[src/rtl/owm_pkg.sv]
package owm_pkg;

  typedef enum logic [2:0] {
    ENG_IDLE,
    ENG_RST_LOW,
    ENG_RST_REC,
    ENG_SLOT,
    ENG_GAP
  } eng_state_e;

  localparam int unsigned OFS_CMD  = 0;
  localparam int unsigned OFS_DATA = 1;
  localparam int unsigned OFS_STAT = 2;
  localparam int unsigned OFS_IEN  = 3;
  localparam int unsigned OFS_DIV  = 4;

  localparam int unsigned CMD_RESET = 0;
  localparam int unsigned CMD_FORCE = 2;
  localparam int unsigned CMD_SWRST = 5;
  localparam int unsigned IEN_POL   = 1;
  localparam int unsigned IEN_FORCE = 6;

endpackage

[src/rtl/owm_slot_engine.sv]
module owm_slot_engine
  import owm_pkg::*;
#(
  parameter int unsigned T_RST_LOW   = 480,
  parameter int unsigned T_RST_HIGH  = 480,
  parameter int unsigned T_PD_SAMPLE = 70,
  parameter int unsigned T_LOW1      = 6,
  parameter int unsigned T_LOW0      = 60,
  parameter int unsigned T_SAMPLE    = 15,
  parameter int unsigned T_SLOT      = 60,
  parameter int unsigned T_GAP       = 2
) (
  input  logic       clk,
  input  logic       rst_n,
  input  logic       clr,
  input  logic       tick,
  input  logic       line_i,
  input  logic       start_rst,
  input  logic       start_byte,
  input  logic [7:0] tx_byte,
  output logic       idle_o,
  output logic       byte_busy_o,
  output logic       rst_busy_o,
  output logic       pres_valid_o,
  output logic       pres_absent_o,
  output logic       byte_done_o,
  output logic [7:0] rx_byte_o,
  output logic       oe_o
);

  localparam int unsigned T_MAX = (T_RST_LOW > T_RST_HIGH) ? T_RST_LOW : T_RST_HIGH;
  localparam int unsigned CNT_W = $clog2(T_MAX + 1);

  eng_state_e        state_q, state_n;
  logic [CNT_W-1:0]  cnt_q, cnt_n;
  logic [7:0]        shift_q, shift_n;
  logic [7:0]        rx_q, rx_n;
  logic [2:0]        bit_q, bit_n;
  logic              oe_q, oe_n;
  logic              pres_valid, byte_done;

  always_comb begin
    state_n    = state_q;
    cnt_n      = cnt_q;
    shift_n    = shift_q;
    rx_n       = rx_q;
    bit_n      = bit_q;
    pres_valid = 1'b0;
    byte_done  = 1'b0;
    case (state_q)
      ENG_IDLE: begin
        if (start_rst) begin
          state_n = ENG_RST_LOW;
          cnt_n   = '0;
        end else if (start_byte) begin
          state_n = ENG_SLOT;
          cnt_n   = '0;
          shift_n = tx_byte;
          bit_n   = '0;
        end
      end
      ENG_RST_LOW: begin
        if (tick) begin
          if (cnt_q == CNT_W'(T_RST_LOW - 1)) begin
            state_n = ENG_RST_REC;
            cnt_n   = '0;
          end else begin
            cnt_n = cnt_q + 1'b1;
          end
        end
      end
      ENG_RST_REC: begin
        if (tick) begin
          if (cnt_q == CNT_W'(T_PD_SAMPLE - 1)) pres_valid = 1'b1;
          if (cnt_q == CNT_W'(T_RST_HIGH - 1)) begin
            state_n = ENG_IDLE;
            cnt_n   = '0;
          end else begin
            cnt_n = cnt_q + 1'b1;
          end
        end
      end
      ENG_SLOT: begin
        if (tick) begin
          if (cnt_q == CNT_W'(T_SAMPLE - 1)) rx_n = {line_i, rx_q[7:1]};
          if (cnt_q == CNT_W'(T_SLOT - 1)) begin
            state_n = ENG_GAP;
            cnt_n   = '0;
          end else begin
            cnt_n = cnt_q + 1'b1;
          end
        end
      end
      ENG_GAP: begin
        if (tick) begin
          if (cnt_q == CNT_W'(T_GAP - 1)) begin
            cnt_n = '0;
            if (bit_q == 3'd7) begin
              state_n   = ENG_IDLE;
              byte_done = 1'b1;
            end else begin
              bit_n   = bit_q + 1'b1;
              shift_n = {1'b0, shift_q[7:1]};
              state_n = ENG_SLOT;
            end
          end else begin
            cnt_n = cnt_q + 1'b1;
          end
        end
      end
      default: state_n = ENG_IDLE;
    endcase
  end

  always_comb begin
    case (state_n)
      ENG_RST_LOW: oe_n = 1'b1;
      ENG_SLOT:    oe_n = shift_n[0] ? (cnt_n < CNT_W'(T_LOW1)) : (cnt_n < CNT_W'(T_LOW0));
      default:     oe_n = 1'b0;
    endcase
  end

  always_ff @(posedge clk or negedge rst_n) begin
    if (!rst_n) begin
      state_q <= ENG_IDLE;
      cnt_q   <= '0;
      shift_q <= '0;
      rx_q    <= '0;
      bit_q   <= '0;
      oe_q    <= 1'b0;
    end else if (clr) begin
      state_q <= ENG_IDLE;
      cnt_q   <= '0;
      shift_q <= '0;
      rx_q    <= '0;
      bit_q   <= '0;
      oe_q    <= 1'b0;
    end else begin
      state_q <= state_n;
      cnt_q   <= cnt_n;
      shift_q <= shift_n;
      rx_q    <= rx_n;
      bit_q   <= bit_n;
      oe_q    <= oe_n;
    end
  end

  assign idle_o        = (state_q == ENG_IDLE);
  assign byte_busy_o   = (state_q == ENG_SLOT) || (state_q == ENG_GAP);
  assign rst_busy_o    = (state_q == ENG_RST_LOW) || (state_q == ENG_RST_REC);
  assign pres_valid_o  = pres_valid;
  assign pres_absent_o = line_i;
  assign byte_done_o   = byte_done;
  assign rx_byte_o     = rx_q;
  assign oe_o          = oe_q;

  AST_DONE_TO_IDLE: assert property (@(posedge clk) disable iff (!rst_n) (byte_done && !clr) |=> (state_q == ENG_IDLE));
  AST_RST_HOLDS_LOW: assert property (@(posedge clk) disable iff (!rst_n) ((state_q == ENG_RST_LOW) && $past(state_q == ENG_RST_LOW)) |-> oe_q);
  AST_GAP_RELEASED: assert property (@(posedge clk) disable iff (!rst_n) ((state_q == ENG_GAP) && $past(state_q == ENG_GAP)) |-> !oe_q);

endmodule

[src/rtl/owm_regs.sv]
module owm_regs
  import owm_pkg::*;
#(
  parameter int unsigned ADDR_W     = 5,
  parameter int unsigned ADDR_SHIFT = 1,
  parameter int unsigned DIV_W      = 5
) (
  input  logic              clk,
  input  logic              rst_n,
  input  logic [ADDR_W-1:0] host_addr,
  input  logic              host_wr,
  input  logic              host_rd,
  input  logic [7:0]        host_wdata,
  output logic [7:0]        host_rdata,
  input  logic              line_s,
  input  logic              eng_idle,
  input  logic              eng_byte_busy,
  input  logic              eng_rst_busy,
  input  logic              pres_valid,
  input  logic              pres_absent,
  input  logic              byte_done,
  input  logic [7:0]        rx_byte,
  output logic              start_rst,
  output logic              start_byte,
  output logic [7:0]        tx_byte,
  output logic              soft_clr,
  output logic              force_low,
  output logic              irq_o,
  output logic [DIV_W-1:0]  clk_div_o
);

  localparam logic [ADDR_W-1:0] A_CMD  = ADDR_W'(OFS_CMD  << ADDR_SHIFT);
  localparam logic [ADDR_W-1:0] A_DATA = ADDR_W'(OFS_DATA << ADDR_SHIFT);
  localparam logic [ADDR_W-1:0] A_STAT = ADDR_W'(OFS_STAT << ADDR_SHIFT);
  localparam logic [ADDR_W-1:0] A_IEN  = ADDR_W'(OFS_IEN  << ADDR_SHIFT);
  localparam logic [ADDR_W-1:0] A_DIV  = ADDR_W'(OFS_DIV  << ADDR_SHIFT);

  logic sel_cmd, sel_data, sel_stat, sel_ien, sel_div;
  logic wr_cmd, wr_data, wr_ien, wr_div, rd_data, rd_stat;

  logic             rst_req_q, rst_req_n;
  logic             force_q, force_n;
  logic [6:0]       ien_q, ien_n;
  logic [DIV_W-1:0] div_q, div_n;
  logic [7:0]       txbuf_q, txbuf_n;
  logic             tbe_q, tbe_n;
  logic [7:0]       rxbuf_q, rxbuf_n;
  logic             rbf_q, rbf_n;
  logic [7:0]       rxsh_q, rxsh_n;
  logic             rsrf_q, rsrf_n;
  logic             pd_q, pd_n;
  logic             pdr_q, pdr_n;
  logic [7:0]       rdata_q, rdata_n;
  logic [7:0]       rd_val;
  logic [7:0]       status;
  logic [5:0]       irq_src;
  logic             tsre, irq_act;

  assign sel_cmd  = (host_addr == A_CMD);
  assign sel_data = (host_addr == A_DATA);
  assign sel_stat = (host_addr == A_STAT);
  assign sel_ien  = (host_addr == A_IEN);
  assign sel_div  = (host_addr == A_DIV);

  assign wr_cmd   = host_wr && sel_cmd;
  assign wr_data  = host_wr && sel_data;
  assign wr_ien   = host_wr && sel_ien;
  assign wr_div   = host_wr && sel_div;
  assign rd_data  = host_rd && sel_data;
  assign rd_stat  = host_rd && sel_stat;
  assign soft_clr = wr_cmd && host_wdata[CMD_SWRST];

  assign start_rst  = rst_req_q && eng_idle;
  assign start_byte = !tbe_q && eng_idle && !rst_req_q;
  assign tsre       = !eng_byte_busy && tbe_q;

  assign status  = {2'b00, rsrf_q, rbf_q, tsre, tbe_q, pdr_q, pd_q};
  assign irq_src = status[5:0] & {ien_q[5:2], 1'b0, ien_q[0]};
  assign irq_act = |irq_src;
  assign irq_o   = ien_q[IEN_POL] ? irq_act : !irq_act;

  always_comb begin
    rd_val = '0;
    if (sel_cmd)       rd_val = {4'b0000, line_s, 2'b00, rst_req_q || eng_rst_busy};
    else if (sel_data) rd_val = rxbuf_q;
    else if (sel_stat) rd_val = status;
    else if (sel_ien)  rd_val = {1'b0, ien_q};
    else if (sel_div)  rd_val = 8'(div_q);
  end

  always_comb begin
    rst_req_n = rst_req_q;
    force_n   = force_q;
    ien_n     = ien_q;
    div_n     = div_q;
    txbuf_n   = txbuf_q;
    tbe_n     = tbe_q;
    rxbuf_n   = rxbuf_q;
    rbf_n     = rbf_q;
    rxsh_n    = rxsh_q;
    rsrf_n    = rsrf_q;
    pd_n      = pd_q;
    pdr_n     = pdr_q;
    rdata_n   = host_rd ? rd_val : rdata_q;

    if (start_rst) rst_req_n = 1'b0;
    if (wr_cmd) begin
      force_n = host_wdata[CMD_FORCE];
      if (host_wdata[CMD_RESET]) rst_req_n = 1'b1;
    end
    if (wr_ien) ien_n = host_wdata[6:0];
    if (wr_div) div_n = host_wdata[DIV_W-1:0];

    if (start_byte) tbe_n = 1'b1;
    if (wr_data) begin
      txbuf_n = host_wdata;
      tbe_n   = 1'b0;
    end

    if (rd_data) begin
      if (rsrf_q) begin
        rxbuf_n = rxsh_q;
        rsrf_n  = 1'b0;
      end else begin
        rbf_n = 1'b0;
      end
    end
    if (byte_done) begin
      if (!rbf_n) begin
        rxbuf_n = rx_byte;
        rbf_n   = 1'b1;
      end else begin
        rxsh_n = rx_byte;
        rsrf_n = 1'b1;
      end
    end

    if (rd_stat) pd_n = 1'b0;
    if (pres_valid) begin
      pd_n  = 1'b1;
      pdr_n = pres_absent;
    end
  end

  always_ff @(posedge clk or negedge rst_n) begin
    if (!rst_n) begin
      rst_req_q <= 1'b0;
      force_q   <= 1'b0;
      ien_q     <= '0;
      div_q     <= '0;
      txbuf_q   <= '0;
      tbe_q     <= 1'b1;
      rxbuf_q   <= '0;
      rbf_q     <= 1'b0;
      rxsh_q    <= '0;
      rsrf_q    <= 1'b0;
      pd_q      <= 1'b0;
      pdr_q     <= 1'b0;
      rdata_q   <= '0;
    end else if (soft_clr) begin
      rst_req_q <= 1'b0;
      force_q   <= 1'b0;
      ien_q     <= '0;
      div_q     <= '0;
      txbuf_q   <= '0;
      tbe_q     <= 1'b1;
      rxbuf_q   <= '0;
      rbf_q     <= 1'b0;
      rxsh_q    <= '0;
      rsrf_q    <= 1'b0;
      pd_q      <= 1'b0;
      pdr_q     <= 1'b0;
      rdata_q   <= '0;
    end else begin
      rst_req_q <= rst_req_n;
      force_q   <= force_n;
      ien_q     <= ien_n;
      div_q     <= div_n;
      txbuf_q   <= txbuf_n;
      tbe_q     <= tbe_n;
      rxbuf_q   <= rxbuf_n;
      rbf_q     <= rbf_n;
      rxsh_q    <= rxsh_n;
      rsrf_q    <= rsrf_n;
      pd_q      <= pd_n;
      pdr_q     <= pdr_n;
      rdata_q   <= rdata_n;
    end
  end

  assign host_rdata = rdata_q;
  assign tx_byte    = txbuf_q;
  assign force_low  = force_q && ien_q[IEN_FORCE];
  assign clk_div_o  = div_q;

  AST_SECOND_STAGE_NEEDS_FIRST: assert property (@(posedge clk) disable iff (!rst_n) rsrf_q |-> rbf_q);
  AST_PD_CLEARS_ON_READ: assert property (@(posedge clk) disable iff (!rst_n) (rd_stat && !pres_valid) |=> !pd_q);
  AST_DATA_WRITE_FILLS: assert property (@(posedge clk) disable iff (!rst_n) wr_data |=> !tbe_q);
  AST_RBF_FROM_BYTE: assert property (@(posedge clk) disable iff (!rst_n) $rose(rbf_q) |-> $past(byte_done));
  AST_SWRST_DEFAULTS: assert property (@(posedge clk) disable iff (!rst_n) soft_clr |=> (tbe_q && !rbf_q && !rsrf_q && (ien_q == '0)));

endmodule

[src/rtl/owm_master.sv]
module owm_master
  import owm_pkg::*;
#(
  parameter int unsigned ADDR_W      = 5,
  parameter int unsigned ADDR_SHIFT  = 1,
  parameter int unsigned DIV_W       = 5,
  parameter int unsigned SYNC_STAGES = 2,
  parameter int unsigned T_RST_LOW   = 480,
  parameter int unsigned T_RST_HIGH  = 480,
  parameter int unsigned T_PD_SAMPLE = 70,
  parameter int unsigned T_LOW1      = 6,
  parameter int unsigned T_LOW0      = 60,
  parameter int unsigned T_SAMPLE    = 15,
  parameter int unsigned T_SLOT      = 60,
  parameter int unsigned T_GAP       = 2
) (
  input  logic              clk,
  input  logic              rst_n,
  input  logic              tick_us,
  input  logic [ADDR_W-1:0] host_addr,
  input  logic              host_wr,
  input  logic              host_rd,
  input  logic [7:0]        host_wdata,
  output logic [7:0]        host_rdata,
  input  logic              owire_in,
  output logic              owire_oe,
  output logic              irq,
  output logic [DIV_W-1:0]  clk_div
);

  logic [1:0]             rst_sync_q;
  logic                   rst_int_n;
  logic [SYNC_STAGES-1:0] line_sync_q;
  logic                   line_s;

  logic       eng_idle, eng_byte_busy, eng_rst_busy;
  logic       pres_valid, pres_absent, byte_done;
  logic [7:0] rx_byte, tx_byte;
  logic       start_rst, start_byte, soft_clr, force_low, eng_oe;

  always_ff @(posedge clk or negedge rst_n) begin
    if (!rst_n) rst_sync_q <= 2'b00;
    else        rst_sync_q <= {rst_sync_q[0], 1'b1};
  end
  assign rst_int_n = rst_sync_q[1];

  always_ff @(posedge clk or negedge rst_int_n) begin
    if (!rst_int_n) line_sync_q <= '1;
    else            line_sync_q <= {line_sync_q[SYNC_STAGES-2:0], owire_in};
  end
  assign line_s = line_sync_q[SYNC_STAGES-1];

  owm_regs #(
    .ADDR_W     (ADDR_W),
    .ADDR_SHIFT (ADDR_SHIFT),
    .DIV_W      (DIV_W)
  ) u_regs (
    .clk           (clk),
    .rst_n         (rst_int_n),
    .host_addr     (host_addr),
    .host_wr       (host_wr),
    .host_rd       (host_rd),
    .host_wdata    (host_wdata),
    .host_rdata    (host_rdata),
    .line_s        (line_s),
    .eng_idle      (eng_idle),
    .eng_byte_busy (eng_byte_busy),
    .eng_rst_busy  (eng_rst_busy),
    .pres_valid    (pres_valid),
    .pres_absent   (pres_absent),
    .byte_done     (byte_done),
    .rx_byte       (rx_byte),
    .start_rst     (start_rst),
    .start_byte    (start_byte),
    .tx_byte       (tx_byte),
    .soft_clr      (soft_clr),
    .force_low     (force_low),
    .irq_o         (irq),
    .clk_div_o     (clk_div)
  );

  owm_slot_engine #(
    .T_RST_LOW   (T_RST_LOW),
    .T_RST_HIGH  (T_RST_HIGH),
    .T_PD_SAMPLE (T_PD_SAMPLE),
    .T_LOW1      (T_LOW1),
    .T_LOW0      (T_LOW0),
    .T_SAMPLE    (T_SAMPLE),
    .T_SLOT      (T_SLOT),
    .T_GAP       (T_GAP)
  ) u_engine (
    .clk           (clk),
    .rst_n         (rst_int_n),
    .clr           (soft_clr),
    .tick          (tick_us),
    .line_i        (line_s),
    .start_rst     (start_rst),
    .start_byte    (start_byte),
    .tx_byte       (tx_byte),
    .idle_o        (eng_idle),
    .byte_busy_o   (eng_byte_busy),
    .rst_busy_o    (eng_rst_busy),
    .pres_valid_o  (pres_valid),
    .pres_absent_o (pres_absent),
    .byte_done_o   (byte_done),
    .rx_byte_o     (rx_byte),
    .oe_o          (eng_oe)
  );

  assign owire_oe = eng_oe || force_low;

  AST_SWRST_RELEASES_LINE: assert property (@(posedge clk) disable iff (!rst_int_n) soft_clr |=> !owire_oe);
  AST_RESET_BEFORE_BYTE: assert property (@(posedge clk) disable iff (!rst_int_n) (start_rst && start_byte) |-> 1'b0);

endmodule

[config.mk]
export PLATFORM = sky130hd
export DESIGN_NAME = owm_master
export DESIGN_NICKNAME = d
export VERILOG_FILES = /design/src/rtl/owm_pkg.sv /design/src/rtl/owm_slot_engine.sv /design/src/rtl/owm_regs.sv /design/src/rtl/owm_master.sv
export SDC_FILE = /design/constraint.sdc
export NUM_CORES = 1
export LEC_CHECK = 0
export BUFFER_PORTS_ARGS = -buffer_cell sky130_fd_sc_hd__buf_2
export CAP_MARGIN = 20
export CORE_MARGIN = 2
export CORE_UTILIZATION = 44
export DETAILED_ROUTE_END_ITERATION = 7
export HOLD_SLACK_MARGIN = 0.08
export SYNTH_ARGS = -nofsm -noshare
export SYNTH_HDL_FRONTEND = slang
export SYNTH_SLANG_ARGS = --single-unit
[constraint.sdc]
create_clock -name clk -period 3.75 [get_ports clk]
set_input_delay 0.75 -clock clk [delete_from_list [all_inputs] [get_ports clk]]
set_output_delay 0.75 -clock clk [all_outputs]
set_load 0.02 [all_outputs]
* After elaboration in Yosys (flattened, before gate mapping) *
Index checks and enable logic that the tools add are counted.

word-level totals
  bits in registers = 87
  latch bits = 0
  bits in writable memories = 0
  bits in read-only memories = 0
  word-level logic and storage cells = 184
  memories = 0

operators by class
  $add $sub $neg = 2
  $mul = 0
  divide/modulo/power cells = 0
  magnitude comparators = 2
  equality and inequality tests = 21
  shift-type cells = 0
  muxes and demuxes = 95
  bitwise gates (word level) = 1
  reductions and logical operators = 41

operator list
  cell                                                                          number
  8-bit 2-to-1 mux                                                              26
  9-bit 2-to-1 mux                                                              9
  3-bit 2-to-1 mux                                                              17
  9-bit one-hot mux with 4 select lines                                         1
  1-bit 2-to-1 mux                                                              32
  2-bit nonzero test                                                            11
  8-bit one-hot mux with 2 select lines                                         1
  5-bit 2-to-1 mux                                                              3
  3-bit one-hot mux with 5 select lines                                         1
  7-bit 2-to-1 mux                                                              2
  1-bit logical AND                                                             12
  3-bit != test, second input constant                                          4
  5-bit by 3-bit == test with 1-bit output, second input constant               2
  9-bit by 1-bit adder with 9-bit output, second input constant                 1
  3-bit by 2-bit == test with 1-bit output, second input constant               3
  9-bit by 1-bit == test with 1-bit output, second input constant               1
  9-bit by 4-bit == test with 1-bit output, second input constant               1
  9-bit by 6-bit == test with 1-bit output, second input constant               1
  9-bit by 7-bit == test with 1-bit output, second input constant               1
  9-bit == test, second input constant                                          1
  9-bit by 3-bit less-than comparator with 1-bit output, second input constant  1
  9-bit by 6-bit less-than comparator with 1-bit output, second input constant  1
  3-bit nonzero test                                                            3
  6-bit AND                                                                     1
  18 further kinds                                                              26

* Logic depth before layout (Yosys ltp) *
Gate-level depths: netlist (run 1).

  depth after elaboration = 10
  depth in mapped cells = 11
  depth with buffers taken out = 10

* Hierarchy *
A second synthesis (run 1) with hierarchy kept.

second synthesis, totals
  cell total of the unflattened synthesis = 478
  area, all modules = 4763.3 µm²

by module, submodules not included
  module           instances  cells an instance  area an instance (µm²)  seq. area each (µm²)
  owm_regs         1          246                2536.2                  1277.5
  owm_slot_engine  1          226                2114.5                  800.8
  owm_master       1          6                  112.6                   102.6

* Worst setup path before layout (run 1) *
Ideal clock, no wire load.

  path kind = input port to flip-flop
  start point = input host_addr[4]
  end point = register u_regs.rxbuf_q[0]
  setup time = 0.142 ns
  data arrival time = 2.281 ns
  data required time = 3.608 ns
  slack = 1.327 ns
  stages = 6
  buffers on the path = 2
  cells stage by stage = nor3_1 -> nor3b_1 -> and3_1 -> buf_2 -> buf_1 -> a211oi_1

between the ends
  longest elaborated chain between the ends = 6
  elaborated cells on any way between the ends = 10

ends and longest elaborated chain
  element                                               RTL line          RTL
  start: declaration                                    owm_master.sv:20  input logic [ADDR_W-1:0] host_addr,
  5-bit by 2-bit == test with 1-bit output              owm_regs.sv:60    assign sel_data = (host_addr == A_DATA);
  1-bit logical AND                                     owm_regs.sv:69    assign rd_data = host_rd && sel_data;
  8-bit 2-to-1 mux or 1-bit 2-to-1 mux (tied branches)  owm_regs.sv:120   if (rd_data) begin
  8-bit 2-to-1 mux                                      owm_regs.sv:129   if (!rbf_n) begin
  8-bit 2-to-1 mux                                      owm_regs.sv:128   if (byte_done) begin
  8-bit 2-to-1 mux *                                    owm_regs.sv:160   end else if (soft_clr) begin
  end signal: assignment                                owm_regs.sv:181   rxbuf_q <= rxbuf_n;
  end: declaration                                      owm_regs.sv:47    logic [7:0] rxbuf_q, rxbuf_n;

Mark *: on every way between the ends. The rest lies on a longest branch, timed or not.
A chain may end at the register's enable or synchronous reset.

* Final worst setup path (run 1) *
  start point = register u_engine.state_q[2]
  end point = output irq

between the ends
  longest elaborated chain between the ends = 8
  elaborated cells on any way between the ends = 9

ends and longest elaborated chain
  element                                                                    RTL line                RTL
  start: declaration                                                         owm_slot_engine.sv:34   eng_state_e state_q, state_n;
  start signal: assignment                                                   owm_slot_engine.sv:139  state_q <= state_n;
  3-bit by 2-bit == test with 1-bit output or 3-bit == test (tied branches)  owm_slot_engine.sv:149  assign byte_busy_o = (state_q == ENG_SLOT) || (state_q == ENG_GAP);
  1-bit logical OR *                                                         owm_slot_engine.sv:149
  1-bit logical NOT *                                                        owm_regs.sv:75          assign tsre = !eng_byte_busy && tbe_q;
  1-bit logical AND *                                                        owm_regs.sv:75
  6-bit AND *                                                                owm_regs.sv:78          assign irq_src = status[5:0] & {ien_q[5:2], 1'b0, ien_q[0]};
  6-bit OR reduction *                                                       owm_regs.sv:79          assign irq_act = |irq_src;
  1-bit logical NOT                                                          owm_regs.sv:80          assign irq_o = ien_q[IEN_POL] ? irq_act : !irq_act;
  1-bit 2-to-1 mux *                                                         owm_regs.sv:80
  end: declaration                                                           owm_master.sv:27        output logic irq,

Marked as above.

==> results of run 1 <==
-- flip-flops by register name (all words and copies together) (netlist names), 2 cells and up --
register / flops
u_regs.rxbuf_q: 8
u_engine.rx_byte_o: 8
u_regs.host_rdata: 8
u_regs.rxsh_q: 8
u_engine.cnt_q: 9
u_regs.clk_div_o: 5
rst_sync_q: 2
u_regs.tx_byte: 8
u_regs.ien_q: 7
u_engine.shift_q: 8
line_sync_q: 2
u_engine.state_q: 3
u_engine.bit_q: 3
-- synth_stat cells, types with 4 or more instances --
cell type  number  share of area (%)
buf_1           6               0.52
a31oi_1         4               0.58
nand2b_1        5               0.72
clkbuf_1       15                1.3
a21oi_1        31                3.6
buf_2           5               0.58
ha_1            5                1.4
mux2i_1        27                6.2
nor3_1         10                1.2
nor2_1         58                5.0
nand3_1        32                3.7
inv_1           5               0.43
and3_1         11                1.6
a211oi_1        8                1.4
o21ai_1        16                1.9
a222oi_1        5                1.2
a22oi_1         8                1.4
dfrtp_1        84                 49
o21ai_0         8               0.93
nand2_1        61                5.3
-- stage by stage --
| stage | worst slack (ns) | cells | hold WS (ns) |
|---|---|---|---|
| 3_5_place_dp | 0.7066 | 605 | 0.3450 |
| 3_3_place_gp | 0.7963 | 605 | 0.3408 |
| 5_1_grt | 0.6378 | 621 | 0.1285 |
| 4_1_cts | 0.8546 | 621 | 0.1392 |
| 6_report | 0.7975 | 621 | 0.1512 |
| 2_1_floorplan | 1.153 | 459 | 0.3312 |
-- power by group through the flow --
| stage | combinational [mW] | clock [mW] | sequential [mW] |
|---|---|---|---|
| 3_5_place_dp | 0.551 | 0 | 1.18 |
| 2_1_floorplan | 0.455 | 0 | 1.14 |
| 3_3_place_gp | 0.547 | 0 | 1.18 |
| 5_1_grt | 0.623 | 0.804 | 1.18 |
| 4_1_cts | 0.553 | 0.755 | 1.16 |
| 6_report | 0.558 | 0.737 | 1.16 |
-- metal layers --
layer | vias to the layer above | track usage (%)
met5 | - | 0
met4 | 0 | 8.300
met3 | 14 | 4.339
met2 | 72 | 31.47
met1 | 1716 | 30.45
li1 | 1690 | -
-- cell type report --
class,instances,area [sq um],share of cell area (%)
Sequential cell,87,2185,45.24
Multi-Input combinational cell,340,2009,41.62
Timing Repair Buffer,40,230.2,4.768
Tap cell,133,166.4,3.446
Clock buffer,9,123.9,2.565
Clock inverter,7,95.09,1.969
Inverter,5,18.77,0.3887
-- worst reg2reg max path, cell delays in order, from the launching register on --
cell and delay (ns):
dfrtp_1 0.49, or4_4 0.58, o41ai_4 0.26, o221a_4 0.34
o21ai_1 0.10, a21oi_1 0.22, nand3_1 0.16, o21ai_1 0.14
and3_1 0.17
-- path summary, 6_finish.rpt --
check,slack (ns),endpoint
worst max-delay path,0.80,irq
worst min-delay path,0.15,rst_sync_q[1]
worst max register to register,1.24,u_engine.oe_o
worst min register to register,0.36,line_sync_q[1]
max in group asynchronous,2.44,u_regs.tbe_q
min in group clk,0.36,line_sync_q[1]
-- layout by cell type (no fill, tap or decap), drive strengths merged, types with 2 or more instances in the layout --
cell type	count
nor4	3
a32o	2
nand4b	2
or3	2
a211oi	8
bufinv	2
a222oi	5
and3	11
nor2	61
nand2	61
o21ai	25
nor2b	3
inv	7
a21oi	33
nor4b	3
buf	40
a31oi	4
or4	2
a32oi	3
nor3b	3
a22oi	9
o22ai	2
dfrtp	84
clkbuf	9
mux2i	27
dfstp	3
ha	5
nor3	10
nand2b	5
clkinv	2
nand3	32
-- cell families after synthesis --
group           Yosys count  synth area share, %
xor+xnor                  2               0.4049
mux                      28                6.507
buf+inv                  32                3.181
other cells               1              0.08667
compound gates          102                15.96
flops                    87                50.41
fa+ha+maj                 5                1.446
simple gates            202                22.01
==> out/qor.csv, run 1 <==
stage,metric,value,unit
outcome,outcome,"complete, no violations",
routing,wire_per_inst,16.66,um
sta,fin_skew,0.01003,ns
setup_path,critPathLaunch,u_engine.state_q[2],
sta,rsz0062_at_grt,false,
power,power.density,508.6,nW/um^2
routing,ant_nets,0,
layout,syn_to_final_growth,11.60,%
setup_path,regToRegStartpoint,u_engine.cnt_q[2],
routing,wl_met1,4945,um
routing,drt_iter0_drc,201,
setup_path,worstPathCellList,"nor3b_2, nor2_1, a21oi_1, o21ai_0, xnor2_1, buf_2",
power,p_sw_share,33.79,%
sta,tns,0,ns
power,combPwrFrac,22.7,%
power,p_clk_share,30.0,%
power,p_leak,2.377,nW
sta,period_minus_slack,2.953,ns
sta,slew_headroom,40.15,%
routing,num_vias,3492,
setup_path,path_buf_inv,1,
cts,clockBufferDepth,2,
floorplan,num_rows,36,
cts,cts.clk_slew.worst_paths,0.10,ns
grt,grt_use_total,21.19,%
cts,postCtsSetupBuffers,0,
layout,fillers,970,
placed_design,place.gp.congestion,0.8935,
power,p_seq_share,47.3,%
synth,synth_ff_type,dfrtp_1,
placed_design,port_buffers,33,
synth,syn_nets,483,
synth,synth_edf_count,0,
grt,grt_pass1_vias,3344,
floorplan,coreArea,9639,sq um
cts,ctsResizeCount,0,
floorplan,die_h,103.2,um
synth,syn_area_per_cell,9.426,sq um
synth,syn_inst,459,
grt,antenna_found_initial,0,
layout,drive_above_1_share,15.16,%
routing,drtPass1Iterations,5,
placed_design,hpwl,7166,um
setup_path,end_kind,primary output,
floorplan,die_area,10640,sq um
routing,wl_met2,4820,um
setup_path,crit_required,3.00,ns
power,ir_drop,263.2,uV
setup_path,critPathLaunchType,register,
layout,finalInstanceArea,4828,sq um
cts,cts_inserted_buffers,9,
floorplan,io_pins,34,
power,total_power,2.456,mW
power,intPower,1.626,mW
routing,drc_errors,0,
sta,final_max_slew_viol_count,0,
routing,wl_met3,417,um
sta,worst_pin_slew,0.8909,ns
setup_path,slowest_stage,dfrtp_1,
cts,cts.sink_count,87,
synth,synth_cell_types,58,
cts,cts_tree,done,
sta,fmax,0.3387,GHz
setup_path,rr_worst_depth,8,
grt,grt_pass1_wl,17280,um
setup_path,cpPeakStageDelay,0.53,ns
setup_path,path_max_fanout,13,
synth,ys_seq_area_share,50.40,%
cts,clk-insertion-delay-late,0.36,ns
grt,grt_max_degree,65,
routing,viasPerCell,5.623,
flow_run,maxCapViolations,0,
cts,clock-root-buffer,clkbuf_8,
cts,hold_buffers,0,
setup_path,path_delay_family,simple AND/OR/NAND/NOR gates,
grt,grt_overflow,0,
min_path,min_path_type,primary input to async pin,
layout,antenna_cells,0,
routing,wl,10340,um
cts,cts_htree_levels,3,
layout,fin_util,50.09,%
floorplan,fp.dieW,103.2,um
power,switchingPower,0.8297,mW
sta,fin_crit_sh,78.73,%
sta,finalSetupViolations,0,
sta,finalHoldViolCount,0,
synth,ys_ff_latch,87,
setup_path,arrival,2.20,ns
synth,synth-async-reset-ratio,100.0,%
floorplan,start_util,44.89,%
layout,nNetsFinal,507,
placed_design,place_area,4609,sq um
routing,highest_layer,met4,
setup_path,worst-path-stages,6,
synth,synth.yosys.warnings,0,
setup_path,critPathKind,register to primary output,
synth,syn-cell-area,4327,sq um
(Power assumes the default switching activity.)
==> inputs of run 2 (changes only) <==
--- a/config.mk
+++ b/config.mk
@@ -5,6 +5,7 @@
 export SDC_FILE = /design/constraint.sdc
 export NUM_CORES = 1
 export LEC_CHECK = 0
+export ABC_AREA = 1
 export BUFFER_PORTS_ARGS = -buffer_cell sky130_fd_sc_hd__buf_2
 export CAP_MARGIN = 20
 export CORE_MARGIN = 2
==> constraint.sdc (replaced) <==
create_clock -name clk -period 2.4 [get_ports clk]
set_input_delay 0.48 -clock clk [delete_from_list [all_inputs] [get_ports clk]]
set_output_delay 0.48 -clock clk [all_outputs]
set_load 0.02 [all_outputs]
==> run 2 against run 1 <==
Compared with the run above:
- critical path depth grew 2
- area after synthesis grew 5.5%
- hold slack gained 0.067 ns
- non-clock buffer count grew 8
- cell count grew 20%
- worst setup slack lost 0.70 ns
- global-route usage shrank 0.12 points
- combinational power grew 140%
- highest routed layer unchanged
==> out/qor.csv, run 2 <==
stage,metric,value,unit,change
grt,grt_use_total,21.07,%,was 21.19%
setup_path,path_max_fanout,5,,was 13
grt,grt_overflow,0,,unchanged
routing,drc_errors,0,,unchanged
synth,syn-cell-area,4563,sq um,was 4327 sq um
layout,syn_to_final_growth,13.00,%,was 11.60%
setup_path,crit_top_cell,buf_4,,
floorplan,coreArea,10180,sq um,was 9639 sq um
routing,viasPerCell,5.309,,was 5.623
cts,clockBufferDepth,2,,unchanged
layout,regArea,2188,sq um,was 2185 sq um
sta,finalHoldViolCount,0,,unchanged
synth,synth_area_leaders,"dfrtp_1 46%, nand2_1 12%, o21ai_0 7.1%",,"was dfrtp_1 49%, mux2i_1 6.2%, nand2_1 5.3%"
layout,largest_reg_flops,9,,unchanged
setup_path,worstPathCellList,"buf_4, nand3_2, nand2_4, nor2_1, o21ai_1, o2111ai_1, xnor2_1, buf_4",,"was nor3b_2, nor2_1, a21oi_1, o21ai_0, xnor2_1, buf_2"
routing,wire_per_inst,15.08,um,was 16.66 um
synth,syn_area_per_cell,8.091,sq um,was 9.426 sq um
sta,tns,0,ns,unchanged
grt,grt_pass1_wl,18710,um,was 17280 um
floorplan,fp.dieW,105.8,um,was 103.2 um
sta,slew_headroom,51.43,%,was 40.15%
flow_run,maxCapViolations,0,,unchanged
synth,synth_top_area_share,46.07,%,was 48.58%
synth,synth_edf_count,0,,unchanged
cts,cts_htree_levels,3,,unchanged
layout,nNetsFinal,631,,was 507
placed_design,port_buffers,33,,unchanged
grt,grt_max_degree,46,,was 65
setup_path,critPathKind,register to primary output,,unchanged
power,ir_drop,333.7,uV,was 263.2 uV
placed_design,post-place-cells,727,,was 605
synth,yosysMostFrequentCell,nand2_1,,was dfrtp_1
sta,final_max_slew_viol_count,0,,unchanged
setup_path,critPathLaunchType,register,,unchanged
sta,fin_skew,0.01483,ns,was 0.01003 ns
setup_path,path_buf_inv,2,,was 1
min_path,min_path_type,primary input to register,,was primary input to async pin
floorplan,io_pins,34,,unchanged
cts,cts.clk_slew.worst_paths,0.09,ns,was 0.10 ns
sta,finalSetupViolations,0,,unchanged
setup_path,end_kind,primary output,,unchanged
layout,drive_above_1_share,17.16,%,was 15.16%
routing,ant_nets,0,,unchanged
sta,fin_crit_sh,95.84,%,
synth,syn_inst,564,,was 459
layout,fillers,1029,,was 970
synth,synth_top_area_cell,dfrtp_1,,unchanged
floorplan,num_rows,37,,was 36
routing,wl,11280,um,was 10340 um
cts,cts.sink_count,87,,unchanged
layout,multiInputGateArea,2057,sq um,was 2009 sq um
setup_path,slowest_stage,dfrtp_2,,was dfrtp_1
layout,fin_cells,748,,was 621
setup_path,cpPeakStageDelay,0.44,ns,was 0.53 ns
cts,clk-insertion-delay-late,0.35,ns,was 0.36 ns
routing,num_vias,3971,,was 3492
cts,cts_inserted_buffers,9,,unchanged
synth,synth_ff_type,dfrtp_1,,unchanged
sta,period_minus_slack,2.300,ns,
floorplan,die_h,105.8,um,was 103.2 um
synth,synth.yosys.warnings,0,,unchanged
synth,syn_nets,588,,was 483
power,power.density,837.8,nW/um^2,was 508.6 nW/um^2
grt,grt_pass1_vias,3783,,was 3344
cts,cts_tree,done,,unchanged
sta,worst_pin_slew,0.7258,ns,was 0.8909 ns
sta,hold_slack,0.2177,ns,was 0.1512 ns
layout,antenna_cells,0,,unchanged
cts,clock-root-buffer,clkbuf_8,,unchanged
sta,fmax,0.4348,GHz,
outcome,outcome,"complete, no violations",,unchanged
layout,mostFrequentLayoutCells,"143 x nand2_1, 80 x dfrtp_1, 64 x o21ai_0",,"was 83 x dfrtp_1, 61 x nand2_1, 58 x nor2_1"
synth,ys_seq_area_share,47.79,%,was 50.40%
routing,drt_iter0_drc,239,,was 201
synth,synth-async-reset-ratio,100.0,%,unchanged
synth,synth_cell_types,50,,was 58
grt,antenna_found_initial,0,,unchanged
power,p_leak,2.595,nW,was 2.377 nW
floorplan,die_area,11200,sq um,was 10640 sq um
placed_design,place.gp.congestion,0.9587,,was 0.8935
setup_path,path_delay_family,flip-flops,,was simple AND/OR/NAND/NOR gates
routing,drtPass1Iterations,7,,was 5
synth,synth_common_cells,"146 x nand2_1, 84 x dfrtp_1, 65 x o21ai_0, 56 x inv_1, 40 x nor2_1",,"was 84 x dfrtp_1, 61 x nand2_1, 58 x nor2_1, 32 x nand3_1, 31 x a21oi_1"
layout,mostFrequentLayoutCell,nand2_1,,was dfrtp_1
synth,ys_ff_latch,87,,unchanged
floorplan,start_util,44.80,%,was 44.89%
setup_path,arrival,1.82,ns,was 2.20 ns
setup_path,crit_required,1.92,ns,was 3.00 ns
placed_design,hpwl,8108,um,was 7166 um
power,total_power,4.320,mW,was 2.456 mW
layout,largest-register,u_engine.cnt_q,,unchanged
-- run 2: cell count changes in the layout (fill, tap and decap cells not counted), moves of 7 or more --
| cell | change |
|---|---|
| inv_2 | +9 |
| and3_1 | -10 |
| o21ai_0 | +56 |
| a211oi_1 | -7 |
| buf_4 | +8 |
| nand2_1 | +82 |
| nor2_1 | -19 |
| inv_1 | +50 |
| mux2i_1 | -22 |
-- run 2: layer usage --
metal | vias to the layer above | wire (um) | GRT usage (%)
met5 | - | 0 | 0
met4 | 0 | 137 | 4.887
met3 | 13 | 623 | 4.391
met2 | 135 | 5218 | 33.23
met1 | 1873 | 5300 | 29.91
li1 | 1950 | - | -
-- run 2: through the flow --
stage,utilization (%),worst slack [ns],cell area [sq um]
after floorplan,-,0.4253,4564
after global placement,47.95,0.2703,4883
after detailed placement,47.95,0.2439,4883
after CTS,50.12,0.01895,5105
after global routing,50.63,-0.003770,5156
final,50.63,0.09994,5156
-- run 2: worst paths after layout --
| check | from | to | slack (ns) | depth (start not counted) |
|---|---|---|---|---|
| worst min register to register | rst_sync_q[1] | u_regs.ien_q[4] | 0.33 | 0 |
| worst min-delay path | owire_in | line_sync_q[0] | 0.22 | 1 |
| min in group asynchronous | rst_sync_q[1] | u_regs.ien_q[4] | 0.33 | 0 |
| worst max-delay path | u_engine.state_q[1] | irq | 0.1 | 8 |
| worst max register to register | u_engine.state_q[0] | u_engine.oe_o | 0.23 | 11 |
| max in group asynchronous | rst_sync_q[1] | line_sync_q[0] | 1.36 | 1 |
-- run 2: cell families after synthesis --
kind of cell | count (synthesis) | share of synthesized area (%)
DFF | 87 | 47.79
AOI/OAI and AO/OA | 132 | 16.73
muxes | 6 | 1.344
and+or+nand+nor | 250 | 24.71
xor gates and xnor gates | 1 | 0.1920
adders and majority gates | 5 | 1.371
buffers and inverters | 82 | 7.787
other | 1 | 0.08218
-- run 2: cell type report --
cell class	instances	share of cell area [%]
flip-flops and latches	87	42.44
repair buffers	48	5.727
inverters	66	4.829
clock inverters	6	1.335
multi-input cells	395	39.89
well taps	136	3.300
clock buffers	10	2.475
-- run 2: worst reg2reg max path: cells and delay by family (launching register included) --
family	cells	cell delay, ns
AOI/OAI and AO/OA	2	0.45
and+or+nand+nor	6	0.85
DFF	1	0.44
buffers and inverters	3	0.34
-- run 2: where the power goes --
part / leakage (nW) / total (mW) / switching (mW) / internal, mW
clock network: 0.0968 / 1.04 / 0.548 / 0.488
registers: 1.15 / 1.94 / 0.222 / 1.72
logic: 1.35 / 1.35 / 0.851 / 0.496
total: 2.59 / 4.32 / 1.62 / 2.70
-- run 2: timing repair --
action / 4_1_cts / 5_1_grt
hold buffers: 1 / 0
endpoints found under the setup margin: 1 / 2
pin swaps: 1 / 3
gates resized for setup: 3 / 11
hold endpoints to repair: 2 / 0
buffers inserted: 1 / 3
